==> src/rtl/cfg_boot_pkg.sv <==
package cfg_boot_pkg;
  localparam int BANK_W = 2;

  typedef struct packed {
    logic              hw_sel;
    logic [BANK_W-1:0] bank;
    logic              alt_addr;
  } strap_cfg_t;

  function automatic logic [BANK_W-1:0] pick_bank(input logic hw_sel,
                                                  input logic [BANK_W-1:0] pins);
    return hw_sel ? pins : '0;
  endfunction
endpackage

==> src/rtl/cbs_reset_sync.sv <==
module cbs_reset_sync #(
  parameter int SYNC_STAGES = 2
) (
  input  logic clk,
  input  logic pwr_good,
  output logic rst_n
);
  localparam int NS = (SYNC_STAGES < 2) ? 2 : SYNC_STAGES;
  logic [NS-1:0] chain;

  always_ff @(posedge clk or negedge pwr_good) begin
    if (!pwr_good) chain <= '0;
    else           chain <= {chain[NS-2:0], 1'b1};
  end

  assign rst_n = chain[NS-1];
endmodule

==> src/rtl/cbs_por_timer.sv <==
module cbs_por_timer #(
  parameter int POR_CYCLES     = 40,
  parameter int POR_MAX_CYCLES = 1250000
) (
  input  logic clk,
  input  logic rst_n,
  output logic expire
);
  localparam int EFF_RAW = (POR_CYCLES > POR_MAX_CYCLES) ? POR_MAX_CYCLES : POR_CYCLES;
  localparam int EFF     = (EFF_RAW < 1) ? 1 : EFF_RAW;
  localparam int CW      = $clog2(EFF + 1);

  logic [CW-1:0] cnt;
  logic          running;

  assign expire = running && (cnt == CW'(EFF - 1));

  always_ff @(posedge clk or negedge rst_n) begin
    if (!rst_n) begin
      cnt     <= '0;
      running <= 1'b1;
    end else if (running) begin
      if (expire) running <= 1'b0;
      else        cnt     <= cnt + 1'b1;
    end
  end
endmodule

==> src/rtl/cbs_strap_latch.sv <==
module cbs_strap_latch
  import cfg_boot_pkg::*;
(
  input  logic       clk,
  input  logic       rst_n,
  input  logic       capture,
  input  logic       strap_in,
  input  logic       pin_hi,
  input  logic       pin_lo,
  input  logic       addr_alt,
  output strap_cfg_t cfg,
  output logic       captured,
  output logic       ser_sda_o,
  output logic       ser_scl_o
);
  logic serial_mode;

  always_ff @(posedge clk or negedge rst_n) begin
    if (!rst_n) begin
      cfg      <= '0;
      captured <= 1'b0;
    end else if (capture && !captured) begin
      cfg.hw_sel   <= strap_in;
      cfg.bank     <= pick_bank(strap_in, {pin_hi, pin_lo});
      cfg.alt_addr <= addr_alt;
      captured     <= 1'b1;
    end
  end

  assign serial_mode = captured && !cfg.hw_sel;
  assign ser_sda_o   = serial_mode ? pin_hi : 1'b1;
  assign ser_scl_o   = serial_mode ? pin_lo : 1'b1;
endmodule

==> src/rtl/cbs_bank_loader.sv <==
module cbs_bank_loader
  import cfg_boot_pkg::*;
#(
  parameter int ADDR_W = 4,
  parameter int DATA_W = 8
) (
  input  logic                     clk,
  input  logic                     rst_n,
  input  logic                     start,
  input  logic [BANK_W-1:0]        bank,
  output logic                     nvm_rd_en,
  output logic [BANK_W+ADDR_W-1:0] nvm_addr,
  input  logic [DATA_W-1:0]        nvm_rd_data,
  output logic                     wr_en,
  output logic [ADDR_W-1:0]        wr_addr,
  output logic [DATA_W-1:0]        wr_data,
  output logic                     done
);
  localparam logic [ADDR_W-1:0] LAST = {ADDR_W{1'b1}};

  logic              reading;
  logic [ADDR_W-1:0] idx;
  logic              wr_q;
  logic [ADDR_W-1:0] wr_addr_q;

  always_ff @(posedge clk or negedge rst_n) begin
    if (!rst_n) begin
      reading   <= 1'b0;
      idx       <= '0;
      wr_q      <= 1'b0;
      wr_addr_q <= '0;
    end else begin
      if (start) begin
        reading <= 1'b1;
        idx     <= '0;
      end else if (reading) begin
        idx <= idx + 1'b1;
        if (idx == LAST) reading <= 1'b0;
      end
      wr_q      <= reading;
      wr_addr_q <= idx;
    end
  end

  assign nvm_rd_en = reading;
  assign nvm_addr  = {bank, idx};
  assign wr_en     = wr_q;
  assign wr_addr   = wr_addr_q;
  assign wr_data   = nvm_rd_data;
  assign done      = wr_q && (wr_addr_q == LAST);
endmodule

==> src/rtl/cfg_boot_seq.sv <==
module cfg_boot_seq
  import cfg_boot_pkg::*;
#(
  parameter int         POR_CYCLES     = 40,
  parameter int         POR_MAX_CYCLES = 1250000,
  parameter int         SYNC_STAGES    = 2,
  parameter int         ADDR_W         = 4,
  parameter int         DATA_W         = 8,
  parameter logic [6:0] DEV_ADDR_BASE  = 7'h6A,
  parameter logic [6:0] DEV_ADDR_ALT   = 7'h68
) (
  input  logic                     clk,
  input  logic                     pwr_good,
  input  logic                     strap_in,
  input  logic                     sel_hi_sda,
  input  logic                     sel_lo_scl,
  input  logic                     addr_alt,
  output logic                     nvm_rd_en,
  output logic [BANK_W+ADDR_W-1:0] nvm_addr,
  input  logic [DATA_W-1:0]        nvm_rd_data,
  input  logic                     ser_valid,
  output logic                     ser_ready,
  input  logic [ADDR_W-1:0]        ser_addr,
  input  logic [DATA_W-1:0]        ser_data,
  output logic                     ser_sda_o,
  output logic                     ser_scl_o,
  output logic [6:0]               dev_addr,
  output logic                     hw_sel_mode,
  output logic                     rf_wr_en,
  output logic [ADDR_W-1:0]        rf_wr_addr,
  output logic [DATA_W-1:0]        rf_wr_data,
  output logic                     load_done,
  output logic                     busy,
  output logic                     ser_en,
  output logic                     pll_lock_req,
  output logic                     strap_oe
);
  logic              por_rst_n;
  logic              por_expire;
  strap_cfg_t        cfg;
  logic              ld_wr_en;
  logic [ADDR_W-1:0] ld_wr_addr;
  logic [DATA_W-1:0] ld_wr_data;
  logic              ser_en_q;
  logic              done_d;
  logic              lock_q;
  logic              ser_fire;

  cbs_reset_sync #(.SYNC_STAGES(SYNC_STAGES)) u_rst (
    .clk(clk), .pwr_good(pwr_good), .rst_n(por_rst_n)
  );

  cbs_por_timer #(.POR_CYCLES(POR_CYCLES), .POR_MAX_CYCLES(POR_MAX_CYCLES)) u_por (
    .clk(clk), .rst_n(por_rst_n), .expire(por_expire)
  );

  cbs_strap_latch u_strap (
    .clk(clk), .rst_n(por_rst_n), .capture(por_expire), .strap_in(strap_in),
    .pin_hi(sel_hi_sda), .pin_lo(sel_lo_scl), .addr_alt(addr_alt),
    .cfg(cfg), .captured(strap_oe), .ser_sda_o(ser_sda_o), .ser_scl_o(ser_scl_o)
  );

  cbs_bank_loader #(.ADDR_W(ADDR_W), .DATA_W(DATA_W)) u_load (
    .clk(clk), .rst_n(por_rst_n), .start(por_expire), .bank(cfg.bank),
    .nvm_rd_en(nvm_rd_en), .nvm_addr(nvm_addr), .nvm_rd_data(nvm_rd_data),
    .wr_en(ld_wr_en), .wr_addr(ld_wr_addr), .wr_data(ld_wr_data), .done(load_done)
  );

  always_ff @(posedge clk or negedge por_rst_n) begin
    if (!por_rst_n) begin
      ser_en_q <= 1'b0;
      done_d   <= 1'b0;
      lock_q   <= 1'b0;
    end else begin
      if (load_done) ser_en_q <= 1'b1;
      done_d <= load_done;
      lock_q <= done_d;
    end
  end

  assign ser_ready    = ser_en_q;
  assign ser_fire     = ser_valid && ser_en_q;
  assign ser_en       = ser_en_q;
  assign busy         = !ser_en_q;
  assign pll_lock_req = lock_q;
  assign rf_wr_en     = ld_wr_en || ser_fire;
  assign rf_wr_addr   = ser_fire ? ser_addr : ld_wr_addr;
  assign rf_wr_data   = ser_fire ? ser_data : ld_wr_data;
  assign dev_addr     = cfg.alt_addr ? DEV_ADDR_ALT : DEV_ADDR_BASE;
  assign hw_sel_mode  = cfg.hw_sel;
endmodule

==> config.mk <==
export PLATFORM = sky130hd
export DESIGN_NAME = cfg_boot_seq
export DESIGN_NICKNAME = d
export VERILOG_FILES = /design/src/rtl/cfg_boot_pkg.sv /design/src/rtl/cbs_reset_sync.sv /design/src/rtl/cbs_por_timer.sv /design/src/rtl/cbs_strap_latch.sv /design/src/rtl/cbs_bank_loader.sv /design/src/rtl/cfg_boot_seq.sv
export SDC_FILE = /design/constraint.sdc
export NUM_CORES = 1
export LEC_CHECK = 0
export BUFFER_PORTS_ARGS = -buffer_cell sky130_fd_sc_hd__buf_4
export CAP_MARGIN = 0
export CORE_UTILIZATION = 48
export DETAILED_ROUTE_END_ITERATION = 10
export PLACE_DENSITY = 0.84
export RECOVER_POWER = 100
export SYNTH_ARGS = -nofsm -noshare
export SYNTH_HDL_FRONTEND = slang
export SYNTH_SLANG_ARGS = --single-unit
==> constraint.sdc <==
create_clock -name clk -period 2.65 [get_ports clk]
set_clock_uncertainty 0.1 [all_clocks]
set_input_delay 0.265 -clock clk [delete_from_list [all_inputs] [get_ports clk]]
set_output_delay 0.265 -clock clk [all_outputs]
set_load 0.01 [all_outputs]
## Yosys cells after proc, flatten, opt, wreduce, memory -nomap -nowiden

Index checks and enable logic that the tools add are counted.

- $add $sub $neg: 2
- Eq/ne operators: 3
- Multiplexer cells: 13
- Bitwise logic cells: 1
- Reduce and logical (&&, ||, !) cells: 11

Operators by type and width:

| kind | number |
|---|---|
| 2-to-1 mux 4 bit | 3 |
| == test 4 bit (second input constant) | 2 |
| 2-to-1 mux 8 bit | 1 |
| 2-to-1 mux 1 bit | 7 |
| adder 6 x 1 -> 6 bit (second input constant) | 1 |
| == test 6 bit (second input constant) | 1 |
| logical AND 1 bit | 5 |
| adder 4 x 1 -> 4 bit (second input constant) | 1 |
| 2-to-1 mux 2 bit | 2 |
| logical NOT 1 bit | 3 |
| AND reduction 2 bit | 1 |
| nonzero test 2 bit | 1 |
| logical OR 1 bit | 1 |
| inverter 1 bit | 1 |

- Flip-flop bits (word level): 27
- Logic and storage cells: 44

## Longest topological paths before layout

Gate-level depths: netlist of the first run.

- Depth after elaboration: 4
- Mapped depth: 4
- Mapped depth without buffers: 4

## Modules after synthesis

Synthesis of the first run repeated with hierarchy kept, for this count alone.

- Cells, all modules: 116
- Area, all modules: 1410.1 µm²

Modules (own cells, without submodules):

| module | instances | cells an instance | area each (µm²) | seq. area each (µm²) |
|---|---|---|---|---|
| cbs_bank_loader | 1 | 38 | 469.2 | 250.2 |
| cfg_boot_seq | 1 | 30 | 342.8 | 75.1 |
| cbs_por_timer | 1 | 28 | 316.6 | 176.4 |
| cbs_strap_latch | 1 | 17 | 227.7 | 125.1 |
| cbs_reset_sync | 1 | 3 | 53.8 | 50.0 |

## Worst setup path before layout of the first run

OpenSTA, ideal clock, no wires.

- Path type: flip-flop to flip-flop
- Start: register u_por.cnt[3]
- End: register, netlist name u_strap.cfg[0]
- Library setup time: 0.125 ns
- Arrival: 1.493 ns
- Path slack: 0.933 ns
- Stages on the path, launching flop included: 4
- Period minus slack after synthesis: 1.717 ns
- Cells stage by stage: dfrtp_1 > or3b_4 > nor4b_4 > mux2_2

- Longest elaborated chain between the ends: 3

RTL lines:

| element | RTL line | source |
|---|---|---|
| start, declared | cbs_por_timer.sv:13 | `logic [CW-1:0] cnt;` |
| start signal, assigned | cbs_por_timer.sv:24 | `else cnt <= cnt + 1'b1;` |
| == test 6 bit | cbs_por_timer.sv:16 | `assign expire = running && (cnt == CW'(EFF - 1));` |
| logical AND 1 bit | cbs_por_timer.sv:16 |  |
| logical AND 1 bit | cbs_strap_latch.sv:22 | `end else if (capture && !captured) begin` |

Every way passes these cells.
A chain may end at the register's enable or synchronous reset.

## Worst setup path after layout of the first run

- Start: register u_por.cnt[3]
- End: register, netlist name u_strap.cfg[3]

- Longest elaborated chain between the ends: 3

RTL lines:

| element | RTL line |
|---|---|
| == test 6 bit | cbs_por_timer.sv:16 |
| logical AND 1 bit | cbs_por_timer.sv:16 |
| logical AND 1 bit | cbs_strap_latch.sv:22 |

Every way passes these cells.

==> results of run 1 <==
==> placed cells by master, fill, tap and decap left out, types with 4 or more instances in the layout <==
| master | n |
|---|---|
| inv_1 | 7 |
| mux2_2 | 15 |
| buf_4 | 25 |
| nand2_1 | 7 |
| nor2_1 | 5 |
| conb_1 | 7 |
| dfrtp_1 | 26 |
| clkbuf_1 | 31 |
| xnor2_1 | 4 |
==> final timing paths <==
check | start | endpoint | slack, ps | cells after the start
max in group asynchronous | u_rst.chain[1] | u_por.cnt[0] | 1600 | 0
worst max-delay path | u_por.cnt[3] | u_strap.cfg[3] | 410 | 3
worst min-delay path | addr_alt | u_strap.cfg[0] | 60 | 2
worst min register to register | done_d | pll_lock_req | 270 | 0
worst max register to register | u_por.cnt[3] | u_strap.cfg[3] | 410 | 3
min in group asynchronous | pwr_good | u_rst.chain[0] | 120 | 2
==> cell type report <==
cell class                 count  area, um2
timing repair buffer          57      314.1
sequential                    27      676.9
clock buffer                   3      22.52
fill                         247      915.9
multi-input combinational     65      479.2
clock inverter                 1      5.005
tap                           30      37.54
inverter                       7      26.28
==> sequential cells by signal, summed over array words and instances, names as in the netlist <==
signal	cells
u_rst.chain	2
u_por.cnt	6
done_d	1
ser_en	1
pll_lock_req	1
u_load.wr_addr	4
u_por.running	1
u_load.idx	4
u_strap.cfg	4
u_strap.captured	1
u_load.wr_en	1
u_load.nvm_rd_en	1
==> routing by layer <==
layer  up-vias  part of all wire [%]  GRT usage (%)
li1        443                     -              -
met1       430                    38          20.72
met2        54                    50          33.54
met3         5                    10          4.023
met4         0                   2.1          10.53
met5         -                     0              0
==> logic make-up (layout without fill, tap and decap cells) <==
logic type | Yosys count | after routing | synth area share (%)
adder cells (fa/ha/maj) | 2 | 2 | 1.998
multiplexers | 18 | 18 | 15.88
AO/OA/AOI/OAI | 7 | 7 | 3.297
buffers and inverters | 17 | 68 | 7.792
AND/OR/NAND/NOR | 25 | 25 | 12.19
XOR/XNOR | 6 | 6 | 4.196
flip-flops | 27 | 27 | 54.05
other | 2 | 7 | 0.5996
==> report_power, final <==
group | switching, mW | total [mW] | internal, mW
clock network | 0.117 | 0.173 | 0.0567
registers | 0.00678 | 0.420 | 0.413
logic | 0.0177 | 0.0492 | 0.0314
==> flow_metrics.tcl, run 1 <==
set metrics [dict create \
    outcome "finished, final reports clean" \
    slowest_stage "nor4b_1" \
    syn_avg_cell_area_um2 12.04 \
    wire_per_inst_um 13.15 \
    crit_arrival_ps 2360 \
    drtPass1Iterations 2 \
    io_buffers 56 \
    power.density_nw_per_um2 411.5 \
    finalMaxSlewViolations 0 \
    post-place-ws_ps 849.4 \
    layoutNonFillerInstCount 190 \
    setup_ws_ps 413.8 \
    final-setup-viol-count 0 \
    path_class "reg2reg" \
    final_area_um2 1562 \
    synthCells 104 \
    path_clk_slew_ps 140 \
    die_area_um2 2817 \
    grt_pass1_wl_um 3588 \
    fin_crit_ps 2236 \
    crit_family "simple AND/OR/NAND/NOR gates" \
    rows 18 \
    post-cts-setup-buffers 0 \
    ant_nets 0 \
    fmax_ghz 0.4472 \
    yosysUniqueCellTypes 27 \
    cts_buffer_depth 2 \
    synth.top_cells.by_area "dfrtp_1, mux2_2, buf_4, xnor2_1, mux2i_1" \
    grt_use_total_pct 18.92 \
    dpl.hpwl_um 1913 \
    num_vias 932 \
    crit_chain "or3b_1 > nor4b_1 > mux2_2" \
    worst_slew_pin_slew_ps 919.1 \
    drt_iter0_markers 1 \
    netlist_area_um2 1252 \
    hold_class "in2reg" \
    antenna_cells 0 \
    min_period_over_period_pct 84.38 \
    cts_tree "yes" \
    crit_buf_inv 0 \
    globalplace.congestion 0.6828 \
    irDropWorstVdd_mv 0.3780 \
    synthTopCellsByCount "dfrtp_1, mux2_2, buf_4, inv_1, nand2_1" \
    syn_to_final_growth_pct 24.68 \
    drt_wl_total_um 2498 \
    seq_area_frac_synth_pct 54.05 \
    endpoint_kind "flip-flop" \
    ctsHoldBuffers 1 \
    drive_above_1_share_pct 29.38 \
    start_util_pct 50.56 \
    drc 0 \
    final_util_pct 63.03 \
    hold_viol_final 0 \
    startpoint_type "flip-flop" \
    fp.coreArea_um2 2477 \
    cts_root_buf "clkbuf_4" \
    ioPinCount 63 \
    grt_pass1_vias 816 \
    antenna_found_initial 0 \
    cts_inserted_buffers 3 \
    yosysWarnings 0 \
    grt-ovfl-total 0 \
    max_stage_delay_ps 730 \
    dpl_cell_area_um2 1658 \
    finalSetupTns_ps 0 \
    synth_edf_count 0 \
    grt_setup_unrepaired "no" \
    async_flop_share_pct 100.0 \
    cp_max_fo 4 \
    place_inst 185 \
    ys_seq_elements 27 \
    grt_max_degree 26 \
    cts_resized 0 \
    synth_flop_cell "dfrtp_1" \
    htreeDepth 1 \
    power_leakage_nw 0.7769 \
    hold_slack_ps 63.69 \
    viasPerCell 4.905 \
    worstSkewPairLatency_ps 320 \
    power_mw 0.6426 \
    yosysTopAreaCell "dfrtp_1" \
    cap_violations 0 \
    yosysMostFrequentCell "dfrtp_1" \
    die_w_um 53.08 \
    final_net_count 190 \
    required_ps 2780 \
    clkSinkCount 27 \
    yosys.area.top_type_share_pct 51.95 \
    die_h_um 53.08 \
    slew_headroom_pct 38.73 \
]
Power figures use the tool's default switching activity.
==> run 2, diff against run 1 <==
ABC_AREA = 1   (was default)
CORE_UTILIZATION = 41   (was 48)
PLACE_DENSITY = 0.75   (was 0.84)
clock period = 1.8 ns   (was 2.65 ns; I/O delays follow)
==> run 2 against run 1 <==
  * Critical path depth rose by 1
  * Power up 51%
  * Worst setup slack worse by 360 ps
  * Critical endpoint is now rf_wr_data[3]
  * Register-to-register slack got worse by 60 ps
  * Sequential share of layout area shrank 5.7 points
  * Non-clock buffer count up 5
  * Synthesized cell count rose by 36%
  * Core utilization shrank 4.6 points
==> flow_metrics.tcl, run 2 <==
set metrics [dict create \
    final-setup-viol-count 0 \
    path_clk_slew_ps 150 \
    slew_headroom_pct 15.39 \
    mostFrequentLayoutCells "buf_4, nand2_1, dfrtp_1, inv_1, clkbuf_1" \
    wire_per_inst_um 11.60 \
    irDropWorstVdd_mv 0.4301 \
    worstSkewPairLatency_ps 320 \
    num_vias 1128 \
    ioPinCount 63 \
    crit_arrival_ps 1470 \
    synth_edf_count 0 \
    grt_setup_unrepaired "yes" \
    htreeDepth 1 \
    fmax_ghz 0.5716 \
    drc 0 \
    clkSinkCount 27 \
    top_register "u_por.cnt" \
    post-place-ws_ps 351.5 \
    grt_pass1_wl_um 4471 \
    drtPass1Iterations 3 \
    crit_family "flip-flops" \
    dpl_cell_area_um2 1773 \
    synthTopCellsByCount "nand2_1, dfrtp_1, inv_1, buf_4, mux2_2" \
    final_common_cell "buf_4" \
    final_area_um2 1799 \
    yosysTopAreaCell "dfrtp_1" \
    min_period_over_period_pct 97.20 \
    grt-ovfl-total 0 \
    drt_wl_total_um 2843 \
    yosys.area.top_type_share_pct 48.42 \
    synth_flop_cell "dfrtp_1" \
    synth.top_cells.by_area "dfrtp_1, nand2_1, mux2_2, buf_4, inv_1" \
    finalSetupTns_ps 0 \
    drt_iter0_markers 15 \
    seq_area_frac_synth_pct 50.37 \
    cap_violations 0 \
    yosysUniqueCellTypes 25 \
    async_flop_share_pct 100.0 \
    required_ps 1520 \
    final_util_pct 58.46 \
    endpoint_kind "output port" \
    globalplace.congestion 0.7461 \
    synthCells 141 \
    slowest_stage "dfrtp_1" \
    syn_avg_cell_area_um2 9.530 \
    cp_max_fo 7 \
    power.density_nw_per_um2 540.0 \
    worst_slew_pin_slew_ps 1269 \
    hold_viol_final 0 \
    viasPerCell 4.604 \
    die_h_um 59.25 \
    grt_pass1_vias 1070 \
    cts_inserted_buffers 3 \
    path_class "reg2out" \
    final_net_count 231 \
    crit_chain "nand2_2 > buf_6 > mux2_2 > buf_4" \
    grt_max_degree 26 \
    antenna_cells 0 \
    io_buffers 56 \
    cts_root_buf "clkbuf_4" \
    finalMaxSlewViolations 0 \
    cts_tree "yes" \
    outcome "finished, final reports clean" \
    fin_crit_ps 1750 \
    power_leakage_nw 0.9103 \
    cts_buffer_depth 2 \
    crit_buf_inv 2 \
    fp.coreArea_um2 3078 \
    start_util_pct 43.66 \
    dpl.hpwl_um 2207 \
    antenna_found_initial 0 \
    yosysWarnings 0 \
    setup_ws_ps 50.47 \
    ys_seq_elements 27 \
    syn_to_final_growth_pct 33.89 \
    grt_use_total_pct 17.20 \
    drive_above_1_share_pct 33.83 \
    ant_nets 0 \
    die_area_um2 3511 \
    startpoint_type "flip-flop" \
    yosysMostFrequentCell "nand2_1" \
    max_stage_delay_ps 420 \
    rows 20 \
    netlist_area_um2 1344 \
    largest_register_ffs 6 \
    hold_class "in2reg" \
    die_w_um 59.25 \
]
run 2: changes by cell type after synthesis, moves of 2 or more:
| cell | delta |
|---|---|
| nand3_2 | +2 |
| nand2_1 | +29 |
| o21ai_0 | -3 |
| nand3b_1 | +2 |
| nand3_1 | +2 |
| mux2i_1 | -3 |
| or3b_2 | -2 |
| mux2_1 | +4 |
| inv_1 | +8 |
| nor2_2 | +2 |
| mux2_2 | -7 |
| nand4_1 | +5 |
run 2: timing repair:
action,4_1_cts,5_1_grt
buffers inserted,1,0
setup endpoints to repair,12,12
gates resized for setup,1,4
hold endpoints to repair,3,0
hold buffers,2,0
gates cloned,0,1
run 2: logic make-up (layout without fill, tap and decap cells):
family | Yosys count | after routing | synth area share (%)
other | 2 | 7 | 0.5589
AO/OA/AOI/OAI | 4 | 4 | 1.769
buffers and inverters | 27 | 82 | 10.43
AND/OR/NAND/NOR | 62 | 62 | 21.69
multiplexers | 12 | 12 | 10.06
XOR/XNOR | 5 | 5 | 3.259
adder cells (fa/ha/maj) | 2 | 2 | 1.862
flip-flops | 27 | 27 | 50.37
run 2: through the flow:
step                      power (mW)  hold slack [ps]  instances
after floorplan               0.6600           -215.6        146
after global placement        0.7121           -137.7        237
after detailed placement      0.7151           -136.6        237
after CTS                     0.9850            4.945        244
after global routing           1.010            9.678        245
final                         0.9715            8.353        245
run 2: path summary, 6_finish.rpt:
path	startpoint	end	slack [ps]	depth (start not counted)
max	ser_en	rf_wr_data[3]	50	4
min	strap_in	u_strap.cfg[3]	8	3
max reg2reg	u_por.cnt[0]	u_strap.cfg[0]	350	6
min reg2reg	u_rst.chain[0]	u_rst.chain[1]	270	0
max in group asynchronous	u_rst.chain[1]	u_por.cnt[0]	360	1
min in group asynchronous	pwr_good	u_rst.chain[1]	40	2
run 2: layer usage:
layer,vias up,global-route usage [%],part of all wire (%)
met2,26,30.82,53
met4,0,7.143,0.91
met1,547,19.66,42
met5,-,0,0
li1,551,-,-
met3,4,3.712,3.4
run 2: worst min-delay path, delay by kind of cell:
family | cells | cell delay (ps)
and+or+nand+nor | 2 | 150
buffers and inverters | 1 | 90
run 2: cell type report:
cell class | instances | area, um2
multi-input combinational | 92 | 548.0
timing repair buffer | 62 | 429.2
clock buffer | 3 | 22.52
inverter | 16 | 60.06
sequential | 27 | 676.9
fill | 287 | 1279
tap | 44 | 55.05
clock inverter | 1 | 7.507
run 2: where the power goes:
group | internal [mW] | switching [mW]
sequential | 0.609 | 0.000498
clock | 0.0849 | 0.183
combinational | 0.0559 | 0.0381
